==> src/rtl/cp_pkg.sv <==
package cp_pkg;
  localparam int LANES     = 4;
  localparam int BUF_BYTES = 8;

  typedef logic [7:0] byte_t;

  // state threaded through the byte lanes of one output word
  typedef struct packed {
    logic [15:0] pos;   // byte index inside current cell
    logic [15:0] cnt;   // cells finished in this frame
    byte_t       bip;   // running parity of current cell
    logic [6:0]  seq;   // next link sequence number
    logic [2:0]  ptr;   // staging bytes consumed so far in this word
    logic [2:0]  need;  // staging bytes referenced so far in this word
  } lane_st_t;
endpackage

==> src/rtl/cp_lane_gen.sv <==
module cp_lane_gen
  import cp_pkg::*;
#(
  parameter int CELL_BYTES = 85,
  parameter int CELLS      = 442
) (
  input  lane_st_t                st_i,
  input  byte_t [BUF_BYTES-1:0]   buf_i,
  output byte_t                   byte_o,
  output lane_st_t                st_o
);
  localparam logic [15:0] LAST_POS = 16'(CELL_BYTES - 1);
  localparam logic [15:0] CELL_CNT = 16'(CELLS);

  always_comb begin
    st_o   = st_i;
    byte_o = '0;
    if (st_i.cnt == CELL_CNT) begin
      byte_o = '0;                                   // pad region
    end else if (st_i.pos == 16'd0) begin
      byte_o   = {buf_i[st_i.ptr][7], st_i.seq};     // header peeks next data byte
      st_o.bip = byte_o;
      st_o.seq = st_i.seq + 7'd1;
      st_o.pos = 16'd1;
      st_o.need = st_i.ptr + 3'd1;
    end else if (st_i.pos == LAST_POS) begin
      byte_o   = st_i.bip;
      st_o.pos = '0;
      st_o.cnt = st_i.cnt + 16'd1;
    end else begin
      byte_o    = buf_i[st_i.ptr];
      st_o.bip  = st_i.bip ^ byte_o;
      st_o.pos  = st_i.pos + 16'd1;
      st_o.ptr  = st_i.ptr + 3'd1;
      st_o.need = st_i.ptr + 3'd1;
    end
  end
endmodule

==> src/rtl/cp_frame_pos.sv <==
module cp_frame_pos #(
  parameter int ROWS      = 9,
  parameter int ROW_WORDS = 1080,
  parameter int OH_WORDS  = 36
) (
  input  logic clk,
  input  logic rst_n,
  input  logic adv,
  output logic in_oh,
  output logic frame_first,
  output logic frame_last
);
  localparam int RW = (ROWS > 1) ? $clog2(ROWS) : 1;
  localparam int CW = (ROW_WORDS > 1) ? $clog2(ROW_WORDS) : 1;

  logic [RW-1:0] row_q, row_n;
  logic [CW-1:0] col_q, col_n;

  always_comb begin
    row_n = row_q;
    col_n = col_q;
    if (col_q == CW'(ROW_WORDS - 1)) begin
      col_n = '0;
      row_n = (row_q == RW'(ROWS - 1)) ? '0 : row_q + RW'(1);
    end else begin
      col_n = col_q + CW'(1);
    end
  end

  always_ff @(posedge clk or negedge rst_n) begin
    if (!rst_n) begin
      row_q <= '0;
      col_q <= '0;
    end else if (adv) begin
      row_q <= row_n;
      col_q <= col_n;
    end
  end

  assign in_oh       = (col_q < CW'(OH_WORDS));
  assign frame_first = (row_q == '0) && (col_q == '0);
  assign frame_last  = (row_q == RW'(ROWS - 1)) && (col_q == CW'(ROW_WORDS - 1));

  p_pos_in_frame_r2: assert property (@(posedge clk) disable iff (!rst_n)
    (col_q < CW'(ROW_WORDS)) && (row_q < RW'(ROWS)));
  p_hold_no_adv_r10: assert property (@(posedge clk) disable iff (!rst_n)
    !adv |=> $stable(col_q) && $stable(row_q));
endmodule

==> src/rtl/cp_byte_buf.sv <==
module cp_byte_buf
  import cp_pkg::*;
#(
  parameter int DATA_BYTES = 83
) (
  input  logic                   clk,
  input  logic                   rst_n,
  input  logic                   allow,
  input  logic [2:0]             consume,
  input  logic                   in_valid,
  input  logic [31:0]            in_data,
  output logic                   in_ready,
  output byte_t [BUF_BYTES-1:0]  bytes_o,
  output logic [3:0]             fill_o
);
  localparam int DW    = (DATA_BYTES + 3) / 4;
  localparam int LASTB = DATA_BYTES - 4 * (DW - 1);
  localparam int WCW   = (DW > 1) ? $clog2(DW) : 1;

  byte_t [BUF_BYTES-1:0] buf_q, buf_n, sh;
  logic  [3:0]           fill_q, fill_n, rem;
  logic  [WCW-1:0]       wcnt_q, wcnt_n;
  logic  [2:0]           pcnt;
  logic                  push;

  always_comb begin
    rem      = fill_q - {1'b0, consume};
    in_ready = allow && (rem <= 4'd4);
    push     = in_valid && in_ready;
    pcnt     = (wcnt_q == WCW'(DW - 1)) ? 3'(LASTB) : 3'd4;
    for (int i = 0; i < BUF_BYTES; i++) begin
      sh[i] = '0;
      if (4'(i) + {1'b0, consume} < 4'(BUF_BYTES))
        sh[i] = buf_q[3'(i) + consume];
    end
    buf_n = sh;
    for (int i = 0; i < BUF_BYTES; i++) begin
      for (int k = 0; k < 4; k++) begin
        if (push && (3'(k) < pcnt) && (4'(i) == rem + 4'(k)))
          buf_n[i] = in_data[31-8*k -: 8];
      end
    end
    fill_n = rem + (push ? {1'b0, pcnt} : 4'd0);
    wcnt_n = wcnt_q;
    if (push) wcnt_n = (wcnt_q == WCW'(DW - 1)) ? '0 : wcnt_q + WCW'(1);
  end

  always_ff @(posedge clk or negedge rst_n) begin
    if (!rst_n) begin
      buf_q  <= '0;
      fill_q <= '0;
      wcnt_q <= '0;
    end else begin
      buf_q  <= buf_n;
      fill_q <= fill_n;
      wcnt_q <= wcnt_n;
    end
  end

  assign bytes_o = buf_q;
  assign fill_o  = fill_q;

  p_fill_cap_r10: assert property (@(posedge clk) disable iff (!rst_n)
    fill_q <= 4'(BUF_BYTES));
  p_take_le_fill_r10: assert property (@(posedge clk) disable iff (!rst_n)
    {1'b0, consume} <= fill_q);
  p_src_blocked_r3: assert property (@(posedge clk) disable iff (!rst_n)
    !allow |-> !in_ready);
endmodule

==> src/rtl/cp_cell_packer.sv <==
module cp_cell_packer
  import cp_pkg::*;
#(
  parameter int CELL_BYTES = 85,
  parameter int OH_BYTES   = 144,
  parameter int ROW_BYTES  = 4320,
  parameter int ROWS       = 9
) (
  input  logic        clk,
  input  logic        rst_n,
  input  logic [31:0] oh_word,
  output logic        oh_take,
  input  logic [31:0] cell_data,
  input  logic        cell_valid,
  output logic        cell_ready,
  output logic [31:0] tx_data,
  output logic        tx_valid,
  output logic        tx_frame_start
);
  localparam int OH_WORDS   = OH_BYTES / 4;
  localparam int ROW_WORDS  = ROW_BYTES / 4;
  localparam int PAY_BYTES  = ROWS * (ROW_BYTES - OH_BYTES);
  localparam int CELLS      = PAY_BYTES / CELL_BYTES;
  localparam int DATA_BYTES = CELL_BYTES - 2;

  logic [1:0]  rs_q;
  logic        run, in_oh, frame_first, frame_last;
  logic        bytes_ok, pay_adv;
  logic [2:0]  consume;
  logic [3:0]  fill;
  byte_t [BUF_BYTES-1:0] stage;
  byte_t       lane_b [LANES];
  lane_st_t    st [LANES+1];

  logic [15:0] pos_q, pos_n, cnt_q, cnt_n;
  byte_t       bip_q, bip_n;
  logic [6:0]  seq_q, seq_n;

  // reset release synchroniser
  always_ff @(posedge clk or negedge rst_n) begin
    if (!rst_n) rs_q <= 2'b00;
    else        rs_q <= {rs_q[0], 1'b1};
  end
  assign run = rs_q[1];

  cp_frame_pos #(.ROWS(ROWS), .ROW_WORDS(ROW_WORDS), .OH_WORDS(OH_WORDS)) u_pos (
    .clk(clk), .rst_n(rst_n), .adv(tx_valid),
    .in_oh(in_oh), .frame_first(frame_first), .frame_last(frame_last));

  cp_byte_buf #(.DATA_BYTES(DATA_BYTES)) u_buf (
    .clk(clk), .rst_n(rst_n), .allow(run && !in_oh), .consume(consume),
    .in_valid(cell_valid), .in_data(cell_data), .in_ready(cell_ready),
    .bytes_o(stage), .fill_o(fill));

  assign st[0] = '{pos: pos_q, cnt: cnt_q, bip: bip_q, seq: seq_q, ptr: 3'd0, need: 3'd0};

  for (genvar l = 0; l < LANES; l++) begin : g_lane
    cp_lane_gen #(.CELL_BYTES(CELL_BYTES), .CELLS(CELLS)) u_lane (
      .st_i(st[l]), .buf_i(stage), .byte_o(lane_b[l]), .st_o(st[l+1]));
  end

  always_comb begin
    bytes_ok       = (fill >= {1'b0, st[LANES].need});
    pay_adv        = run && !in_oh && bytes_ok;
    tx_valid       = run && (in_oh || bytes_ok);
    oh_take        = run && in_oh;
    tx_frame_start = run && frame_first;
    consume        = pay_adv ? st[LANES].ptr : 3'd0;
    tx_data        = oh_word;
    if (!in_oh) begin
      for (int l = 0; l < LANES; l++) tx_data[31-8*l -: 8] = lane_b[l];
    end
  end

  // cell state next value
  always_comb begin
    seq_n = st[LANES].seq;
    if (frame_last) begin
      pos_n = '0;
      cnt_n = '0;
      bip_n = '0;
    end else begin
      pos_n = st[LANES].pos;
      cnt_n = st[LANES].cnt;
      bip_n = st[LANES].bip;
    end
  end

  always_ff @(posedge clk or negedge rst_n) begin
    if (!rst_n) begin
      pos_q <= '0;
      cnt_q <= '0;
      bip_q <= '0;
      seq_q <= '0;
    end else if (pay_adv) begin
      pos_q <= pos_n;
      cnt_q <= cnt_n;
      bip_q <= bip_n;
      seq_q <= seq_n;
    end
  end

  p_start_is_oh_r2: assert property (@(posedge clk) disable iff (!rst_n)
    tx_frame_start |-> (oh_take && tx_valid));
  p_oh_stalls_src_r3: assert property (@(posedge clk) disable iff (!rst_n)
    oh_take |-> !cell_ready);
  p_seq_step_r6: assert property (@(posedge clk) disable iff (!rst_n)
    7'(seq_q - $past(seq_q)) <= 7'd1);
  p_cell_pos_r8: assert property (@(posedge clk) disable iff (!rst_n)
    pos_q < 16'(CELL_BYTES));
  p_starve_hold_r10: assert property (@(posedge clk) disable iff (!rst_n)
    (run && !in_oh && !bytes_ok) |=> ($stable(pos_q) && $stable(cnt_q) && $stable(seq_q)));
  p_idle_in_reset_r1: assert property (@(posedge clk)
    !run |-> (!tx_valid && !oh_take && !cell_ready));
endmodule

==> config.mk <==
export PLATFORM = sky130hd
export DESIGN_NAME = cp_cell_packer
export DESIGN_NICKNAME = d
export VERILOG_FILES = /design/src/rtl/cp_pkg.sv /design/src/rtl/cp_lane_gen.sv /design/src/rtl/cp_frame_pos.sv /design/src/rtl/cp_byte_buf.sv /design/src/rtl/cp_cell_packer.sv
export SDC_FILE = /design/constraint.sdc
export NUM_CORES = 1
export LEC_CHECK = 0
export ABC_AREA = 1
export CORE_MARGIN = 2
export CORE_UTILIZATION = 30
export CTS_CLUSTER_DIAMETER = 100
export CTS_CLUSTER_SIZE = 10
export DETAILED_ROUTE_END_ITERATION = 8
export PLACE_DENSITY = 0.43
export SYNTH_ARGS = -nofsm -noshare
export SYNTH_HDL_FRONTEND = slang
export SYNTH_SLANG_ARGS = --single-unit
export TNS_END_PERCENT = 10
==> constraint.sdc <==
create_clock -name clk -period 25.8 [get_ports clk]
set_input_delay 3.87 -clock clk [delete_from_list [all_inputs] [get_ports clk]]
set_output_delay 3.87 -clock clk [all_outputs]
set_load 0.005 [all_outputs]
# Word level (Yosys, flattened, before mapping)
# Cells that the tools add are included.
[classes] add_sub_neg=37 eq_ne=39 n_reduce_logical=58 n_lt_le_gt_ge=26 muxes=128 n_bitwise=4
[op_table] operator="$mux W8" n=72
[op_table] operator="$mux W16" n=18
[op_table] operator="$bmux W8 S3" n=11
[op_table] operator="$mux W53" n=4
[op_table] operator="$add A16 B1 Y16 const B" n=8
[op_table] operator="$eq A16 B7 Y1 const B" n=4
[op_table] operator="$eq A16 B9 Y1 const B" n=4
[op_table] operator="$eq A3 B4 Y1 const A" n=16
[op_table] operator="$logic_not A16 Y1" n=4
[op_table] operator="$lt A3 B4 Y1 const B" n=12
[op_table] operator="$logic_and A1 B1 Y1" n=45
[op_table] operator="$mux W3" n=11
[op_table] operator="$eq A2 B4 Y1 const A" n=8
[op_table] operator="$mux W32" n=1
[op_table] operator="$xor A8 B8 Y8" n=4
[op_table] operator="$add A7 B1 Y7 const B" n=4
[op_table] operator="$lt A4 B4 Y1 const B" n=7
[op_table] operator="$mux W7" n=4
[op_table] operator="$logic_not A4 Y1" n=5
[op_table] operator="$mux W6" n=3
[op_table] operator="$add A3 B3 Y4 const A" n=4
[op_table] operator="$eq A1 B4 Y1 const A" n=4
[op_table] operator="$add A3 B3 Y3 const A" n=4
[op_table] operator="$add A11 B1 Y11 const B" n=1
[op_table] operator="other kinds (25)" n=34
[word_totals] ff_bits=137 input_bits=67

# Depth between registers and ports, before layout
# Gate-level depths: netlist (run 1).
[logic_depth] ltp_word=35 ltp_mapped=71

# Cells and area by module
# A second synthesis (run 1) with hierarchy kept.
[unflattened] cells_unflattened=4150 hier_area_um2=22360.2
[modules_own_cells] module="cp_lane_gen at g_lane[0].u_lane ..." area_each_um2=2902.8 n_inst=3 seq_area_each_um2=0.0 cells_per_inst=621
[modules_own_cells] module="cp_byte_buf" area_each_um2=6957.9 n_inst=1 seq_area_each_um2=1826.8 cells_per_inst=1180
[modules_own_cells] module="cp_lane_gen at g_lane[3].u_lane" area_each_um2=2957.8 n_inst=1 seq_area_each_um2=0.0 cells_per_inst=625
[modules_own_cells] module="cp_cell_packer" area_each_um2=2791.4 n_inst=1 seq_area_each_um2=1226.2 cells_per_inst=359
[modules_own_cells] module="cp_frame_pos" area_each_um2=944.7 n_inst=1 seq_area_each_um2=375.4 cells_per_inst=123

# Worst setup path before layout (run 1)
# OpenSTA, ideal clock, no wires.
[synth_path] path_type="reg2out" startpoint="reg pos_q[0]" endpoint="out cell_ready" path_stages_with_launch=52 t_arrival_ns=7.529 required_ns=21.930 setup_slack_ns=14.401 path_buffers=6 cell_sequence="dfrtp_1 inv_1 ha_1 inv_1 nor2_1 nand2_1 nor2_4 nand2_2 buf_4 nand2_1 nand2_1 nand2_1 ha_1 nand4_1 nor2_2 nand3_2 buf_6 nand2_1 [16 not listed] nand2_1 nand2_1 o21ai_0 ha_1 o21ai_0 nand2_1 a211oi_1 nor2_1 buf_2 nand3_2 inv_2 buf_4 ha_1 inv_1 fa_1 nor2_1 nor2_1 nor3_1"
[synth_between] elab_chain_len=22
[synth_lines] item="start: declaration" line_no="cp_cell_packer.sv:35" rtl="logic [15:0] pos_q, pos_n, cnt_q, cnt_n;"
[synth_lines] item="start signal: assignment" line_no="cp_cell_packer.sv:96" rtl="pos_q <= pos_n;"
[synth_lines] item="$add A16 B1 Y16 / $eq A16 B7 Y1 (equally long branches)" line_no="cp_lane_gen.sv:33, cp_lane_gen.sv:26"
[synth_lines] item="$mux W16 / $mux W4 (equally long branches)" line_no="cp_lane_gen.sv:26" rtl="end else if (st_i.pos == LAST_POS) begin"
[synth_lines] item="$mux W16 / $mux W3 (equally long branches)" line_no="cp_lane_gen.sv:20" rtl="end else if (st_i.pos == 16'd0) begin"
[synth_lines] item="$mux W53 (*)" line_no="cp_lane_gen.sv:18" rtl="if (st_i.cnt == CELL_CNT) begin"
[synth_lines] item="$add A16 B1 Y16 (tied with other cells)" line_no="cp_lane_gen.sv:33" rtl="st_o.pos = st_i.pos + 16'd1;"
[synth_lines] item="$mux W16 / $mux W6 (equally long branches)" line_no="cp_lane_gen.sv:26"
[synth_lines] item="$mux W16 / $mux W3 (equally long branches)" line_no="cp_lane_gen.sv:20"
[synth_lines] item="$mux W53 (*)" line_no="cp_lane_gen.sv:18"
[synth_lines] item="[6 not listed]"
[synth_lines] item="$mux W3" line_no="cp_lane_gen.sv:20"
[synth_lines] item="$mux W53 (*)" line_no="cp_lane_gen.sv:18"
[synth_lines] item="$ge A4 B3 Y1" line_no="cp_cell_packer.sv:63" rtl="bytes_ok = (fill >= {1'b0, st[LANES].need});"
[synth_lines] item="$logic_and A1 B1 Y1" line_no="cp_cell_packer.sv:64" rtl="pay_adv = run && !in_oh && bytes_ok;"
[synth_lines] item="$mux W3 (*)" line_no="cp_cell_packer.sv:68" rtl="consume = pay_adv ? st[LANES].ptr : 3'd0;"
[synth_lines] item="$sub A4 B3 Y4 (*)" line_no="cp_byte_buf.sv:27" rtl="rem = fill_q - {1'b0, consume};"
[synth_lines] item="$le A4 B3 Y1 (*)" line_no="cp_byte_buf.sv:28" rtl="in_ready = allow && (rem <= 4'd4);"
[synth_lines] item="$logic_and A1 B1 Y1 (*)" line_no="cp_byte_buf.sv:28"
[synth_lines] item="end: declaration" line_no="cp_cell_packer.sv:15" rtl="output logic cell_ready,"
# Mark *: on every way between the ends. The rest lies on a longest branch, timed or not.

# Worst setup path in the final report (run 1)
[layout_path] startpoint="reg pos_q[1]" endpoint="out cell_ready"
# The elaborated chain is that of the path after synthesis.

==> flow_metrics.env, run 1 <==
export IMPL_required_ps=21930
export IMPL_drt_iter0_markers=2509
export IMPL_die_h_um=253
export IMPL_cts_resized=0
export IMPL_worstPathArrival_ps=11630
export IMPL_finalCritPeriodShare_pct=60.1
export IMPL_power_internal_w=0.000859
export IMPL_die_area_mm2=0.0640
export IMPL_synth_net_count=3420
export IMPL_seqPwrFrac_pct=17.2
export IMPL_hold_path_class="register to register"
export IMPL_ys_warn_count=0
export IMPL_clk_latency_ps=470
export IMPL_start_util_pct=30.3
export IMPL_fill_cells=6972
export IMPL_grt_max_degree=78
export IMPL_routabilityCongestion=0.962
export IMPL_peakVddDrop_uv=60.7
export IMPL_end_kind="primary output"
export IMPL_finalSetupViolations=0
export IMPL_grt_antenna_before_repair=0
export IMPL_outcome="completed"
export IMPL_clock_skew_ps=10.5
export IMPL_cp_start_kind="register"
export IMPL_finalWirelength_um=94800
export IMPL_power_switching_w=0.00124
export IMPL_root_buffer="clkbuf_16"
export IMPL_cts_buffers=17
export IMPL_pwr_density_cell_mw_per_mm2=101
export IMPL_ys_ff_latch=137
export IMPL_rsz0062_at_grt="false"
export IMPL_grt_pass1_wl_um=140000
export IMPL_crit_type="register to primary output"
export IMPL_area_growth_pct=12.0
export IMPL_post_route_drc_count=0
export IMPL_place_area_mm2=0.0203
export IMPL_tightestPinTransition_ps=1160
export IMPL_layout_drive_gt1_share_pct=5.54
export IMPL_diodes=0
export IMPL_cts_tree="done"
export IMPL_vias=23100
export IMPL_postSynthCellCount=3306
export IMPL_max_clock_freq_mhz=64.5
export IMPL_post_cts_buffers=0
export IMPL_synthFlopType="dfrtp_1"
export IMPL_totalNegativeSetupSlack_ps=0
export IMPL_clkTransAtPathRegs_ps=70
export IMPL_synth_async_reset_ratio_pct=100
export IMPL_cts_hold_buf=0
export IMPL_syn_area_mm2=0.0186
export IMPL_switching_share_pct=59.0
export IMPL_core_mm2=0.0615
export IMPL_power_w=0.00210
export IMPL_finalHoldViolations=0
export IMPL_die_width_um=253
export IMPL_grt_pass1_vias=21500
export IMPL_cpMostUsedCell="nand2_1"
export IMPL_maxCapViolations=0
export IMPL_detail_route_antenna_nets=0
export IMPL_routed_via_density=5.57
export IMPL_combinationalPowerShare_pct=70.6
export IMPL_clock_sinks=137
export IMPL_final_area_mm2=0.0208
export IMPL_slew_headroom_pct=22.5
export IMPL_synth_edff_count=0
export IMPL_grt_usage_pct=29.2
export IMPL_drtPass1Iterations=6
export IMPL_leakagePower_nw=10.2
export IMPL_syn_area_per_cell_um2=5.63
export IMPL_clkPwrFrac_pct=12.2
export IMPL_report_final_slew_viol_count=0
export IMPL_rows=91
export IMPL_h_tree_depth=4
export IMPL_ctsLongestPathBuffers=2
export IMPL_yosys_cell_types_count=61
export IMPL_yosysSeqAreaShare_pct=18.4
export IMPL_min_period_ps=15500
export IMPL_hold_slack_ps=354
export IMPL_hpwl_um=76000
export IMPL_slowest_stage="nand3_2"
export IMPL_wl_per_cell_um=22.9
export IMPL_path_max_fanout=38
export IMPL_nets=3458
export IMPL_grt_overflow_total=0
export IMPL_io_buffers=102
export IMPL_slowest_delay_ps=680
export IMPL_ios=103
[cell usage in the layout (no fill, tap or decap), types with 8 or more instances in the layout]
cell / instances
o221ai_1: 13
nor2_1: 297
nand2_2: 27
nand3_1: 435
xnor2_1: 17
nor2_2: 21
nor3_2: 8
a32o_1: 9
dfrtp_1: 137
nand3_2: 13
o21ai_1: 61
nor3_1: 32
clkbuf_16: 17
a31oi_1: 16
o31ai_1: 11
inv_1: 345
a21oi_1: 150
buf_4: 26
xor2_1: 62
ha_1: 46
o22ai_1: 22
nand2_1: 1073
nand4_1: 98
clkinv_1: 9
inv_2: 28
clkdlybuf4s50_1: 101
o211ai_1: 35
o21ai_0: 153
[synth_stat cells (11+ instances only)]
library cell | instances | share of area (%)
xnor2_1 | 17 | 0.80
buf_6 | 15 | 0.91
o211ai_1 | 35 | 1.4
nand3_2 | 13 | 0.70
inv_2 | 28 | 0.57
o31ai_1 | 11 | 0.44
inv_1 | 345 | 7.0
nor2_1 | 298 | 6.0
nand4_1 | 98 | 3.3
a31oi_1 | 16 | 0.54
dfrtp_1 | 137 | 18
xor2_1 | 62 | 2.9
nand2_1 | 1073 | 22
o22ai_1 | 22 | 0.74
nand2_2 | 27 | 0.91
ha_1 | 46 | 3.1
o221ai_1 | 13 | 0.61
nor3_1 | 34 | 0.91
buf_2 | 19 | 0.51
o21ai_1 | 62 | 1.7
a21oi_1 | 150 | 4.0
o21ai_0 | 153 | 4.1
nand3_1 | 435 | 12
clkbuf_1 | 60 | 1.2
nor2_2 | 21 | 0.71
[critical path, delay by kind of cell (launching register included)]
kind	cells	cell delay, ps
adder cells (fa/ha/maj)	6	1770
AO/OA/AOI/OAI	6	1710
AND/OR/NAND/NOR	25	5170
buffers and inverters	9	2020
flip-flops	1	430
[through the flow]
| step | worst slack [ps] | util (%) | cells |
|---|---|---|---|
| 3_5_place_dp | 11090 | 32.9 | 4115 |
| 4_1_cts | 10520 | 33.9 | 4147 |
| 2_1_floorplan | 14400 | - | 3306 |
| 5_1_grt | 9360 | 33.9 | 4147 |
| 6_report | 10300 | 33.9 | 4147 |
| 3_3_place_gp | 11390 | 32.9 | 4115 |
[flip-flops by register name, summed over array words and instances (netlist names)]
signal,cells
rs_q,2
u_pos.col_q,11
u_pos.row_q,4
seq_q,7
u_buf.fill_o,4
cnt_q,16
u_buf.bytes_o,64
bip_q,8
pos_q,16
u_buf.wcnt_q,5
[kinds of logic after synthesis]
| logic type | after synthesis | synth area share, % |
|---|---|---|
| adders and majority gates | 47 | 3.20 |
| AOI/OAI and AO/OA | 516 | 16.2 |
| buffers and inverters | 491 | 10.8 |
| and+or+nand+nor | 2035 | 47.6 |
| DFF | 137 | 18.4 |
| other | 1 | 0.0202 |
| xor gates and xnor gates | 79 | 3.72 |
[metal layers]
metal  track usage (%)  vias to the layer above  part of all wire, %
li1                  -                    11000                    -
met1              39.3                    11000                   44
met2              48.1                      965                   46
met3              3.69                      128                  6.2
met4              9.65                        0                  3.1
met5                 0                        -                    0
[power by group through the flow]
stage,clock [W],sequential (W),combinational [W]
final,0.000255,0.000362,0.00148
after global routing,0.000271,0.000366,0.00160
after CTS,0.000260,0.000357,0.00144
after detailed placement,0,0.000360,0.00144
after global placement,0,0.000362,0.00145
after floorplan,0,0.000324,0.000892
[cell type report]
cell class	instances	area (um^2)	share of cell area, %
clock inverter	14	154	0.738
multi-input combinational	2678	13200	63.3
sequential	137	3430	16.4
tap	790	988	4.74
timing repair buffer	128	1220	5.84
clock buffer	18	429	2.06
inverter	382	1430	6.88
[path summary, 6_finish.rpt]
| kind | start | end | slack (ps) | depth (start not counted) |
|---|---|---|---|---|
| worst min-delay path | rs_q[0]$_DFF_PN0_ | rs_q[1]$_DFF_PN0_ | 350 | 0 |
| worst max register to register | pos_q[1]$_DFFE_PN0P_ | u_buf.bytes_o[35]$_DFF_PN0_ | 12380 | 54 |
| max in group asynchronous | rst_n | u_buf.bytes_o[9]$_DFF_PN0_ | 20960 | 2 |
| min in group asynchronous | rst_n | u_buf.bytes_o[63]$_DFF_PN0_ | 3470 | 1 |
| worst min register to register | rs_q[0]$_DFF_PN0_ | rs_q[1]$_DFF_PN0_ | 350 | 0 |
| worst max-delay path | pos_q[1]$_DFFE_PN0P_ | cell_ready | 10300 | 46 |
Power figures use the tool's default switching activity.
==> inputs of run 2 (changes only) <==
==> constraint.sdc (replaced) <==
create_clock -name clk -period 15.3 [get_ports clk]
set_input_delay 2.295 -clock clk [delete_from_list [all_inputs] [get_ports clk]]
set_output_delay 2.295 -clock clk [all_outputs]
set_load 0.005 [all_outputs]
==> flow_metrics.env, run 2 (same netlist as run 1, synthesis figures left out) <==
export IMPL_grt_overflow_total=0
export IMPL_wl_per_cell_um=22.8
export IMPL_outcome="completed"
export IMPL_rows=91
export IMPL_nets=3454
export IMPL_cts_tree="done"
export IMPL_place_area_mm2=0.0202
export IMPL_worstPathArrival_ps=11450
export IMPL_cts_hold_buf=0
export IMPL_area_growth_pct=11.9
export IMPL_final_area_mm2=0.0208
export IMPL_post_route_drc_count=0
export IMPL_post_cts_buffers=0
export IMPL_grt_max_degree=92
export IMPL_finalWirelength_um=94400
export IMPL_die_width_um=253
export IMPL_vias=23000
export IMPL_clock_sinks=137
export IMPL_die_h_um=253
export IMPL_final_cell_mix="nand2_1, nand3_1, inv_1, nor2_1, o21ai_0"
export IMPL_routed_via_density=5.56
export IMPL_cts_buffers=17
export IMPL_ctsLongestPathBuffers=2
export IMPL_die_area_mm2=0.0640
export IMPL_pwr_density_cell_mw_per_mm2=170
export IMPL_slew_headroom_pct=21.6
export IMPL_cpMostUsedCell="nand2_1"
export IMPL_drt_iter0_markers=2466
export IMPL_hold_path_class="register to register"
export IMPL_h_tree_depth=4
export IMPL_cts_resized=0
export IMPL_diodes=0
export IMPL_totalNegativeSetupSlack_ps=0
export IMPL_peakVddDrop_uv=126
export IMPL_grt_pass1_wl_um=140000
export IMPL_clock_skew_ps=16.4
export IMPL_r2r_slack_ps=2020
export IMPL_clkTransAtPathRegs_ps=80
export IMPL_leakagePower_nw=10.1
export IMPL_crit_type="register to primary output"
export IMPL_slowest_stage="nand3_2"
export IMPL_grt_pass1_vias=21700
export IMPL_grt_antenna_before_repair=0
export IMPL_core_mm2=0.0615
export IMPL_ios=103
export IMPL_finalCritPeriodShare_pct=89.8
export IMPL_routabilityCongestion=0.983
export IMPL_finalHoldViolations=0
export IMPL_min_period_ps=13740
export IMPL_slowest_delay_ps=670
export IMPL_hpwl_um=75000
export IMPL_start_util_pct=30.3
export IMPL_hold_slack_ps=355
export IMPL_final_common_cell="nand2_1"
export IMPL_tightestPinTransition_ps=1170
export IMPL_io_buffers=102
export IMPL_clk_latency_ps=480
export IMPL_max_clock_freq_mhz=72.8
export IMPL_root_buffer="clkbuf_16"
export IMPL_finalSetupViolations=0
export IMPL_grt_usage_pct=29.2
export IMPL_drtPass1Iterations=6
export IMPL_largest_reg_flops=64
export IMPL_report_final_slew_viol_count=0
export IMPL_end_kind="primary output"
export IMPL_layout_drive_gt1_share_pct=5.46
export IMPL_path_max_fanout=73
export IMPL_cp_start_kind="register"
export IMPL_required_ps=13010
export IMPL_detail_route_antenna_nets=0
export IMPL_maxCapViolations=0
export IMPL_rsz0062_at_grt="false"
## run 2: cell types whose count changed in the layout (fill, tap and decap cells not counted), sizes merged
cell,previous run,this run
clkinv,12,10
clkinvlp,1,4
inv,382,379
clkbuf,18,20
buf,27,23
## run 2: where the power goes
part	total (W)	internal (W)	switching (W)
logic	0.00250	0.000729	0.00177
clock network	0.000444	0.000241	0.000203
registers	0.000602	0.000484	0.000117
total	0.00354	0.00145	0.00209
## run 2: layout make-up
type | instances | area [um^2]
Clock buffer | 20 | 467
Clock inverter | 12 | 129
Fill cell | 7027 | 40700
Inverter | 382 | 1430
Multi-Input combinational cell | 2678 | 13200
Sequential cell | 137 | 3430
Tap cell | 790 | 988
Timing Repair Buffer | 124 | 1190
## run 2: path summary, 6_finish.rpt
check,startpoint,endpoint,depth (start not counted)
worst max-delay path,pos_q[1]$_DFFE_PN0P_,cell_ready,45
worst min-delay path,rs_q[0]$_DFF_PN0_,rs_q[1]$_DFF_PN0_,0
worst max register to register,pos_q[1]$_DFFE_PN0P_,u_buf.bytes_o[47]$_DFF_PN0_,52
worst min register to register,rs_q[0]$_DFF_PN0_,rs_q[1]$_DFF_PN0_,0
max in group asynchronous,rst_n,u_buf.bytes_o[2]$_DFF_PN0_,2
min in group asynchronous,rst_n,u_buf.bytes_o[56]$_DFF_PN0_,1
## run 2: stage by stage
stage | total power [W] | util (%) | std cells | worst slack [ps]
3_3_place_gp | 0.00304 | 32.9 | 4111 | 2660
4_1_cts | 0.00348 | 33.9 | 4143 | 1780
6_report | 0.00354 | 33.9 | 4143 | 1560
2_1_floorplan | 0.00205 | - | 3306 | 5480
5_1_grt | 0.00377 | 33.9 | 4143 | 629
3_5_place_dp | 0.00302 | 32.9 | 4111 | 2350
## run 2: per-layer routing
layer / GRT usage, % / routed length, um
met1: 39.9 / 42300
met4: 9.04 / 2680
met3: 3.89 / 6150
met5: 0 / 0
met2: 47.6 / 43200
## run 2: worst max-delay path, delay by kind of cell (launching register included)
family / cells / cell delay (ps)
simple gates: 26 / 5380
compound gates: 6 / 1510
fa+ha+maj: 6 / 1550
flops: 1 / 430
buf+inv: 7 / 2040
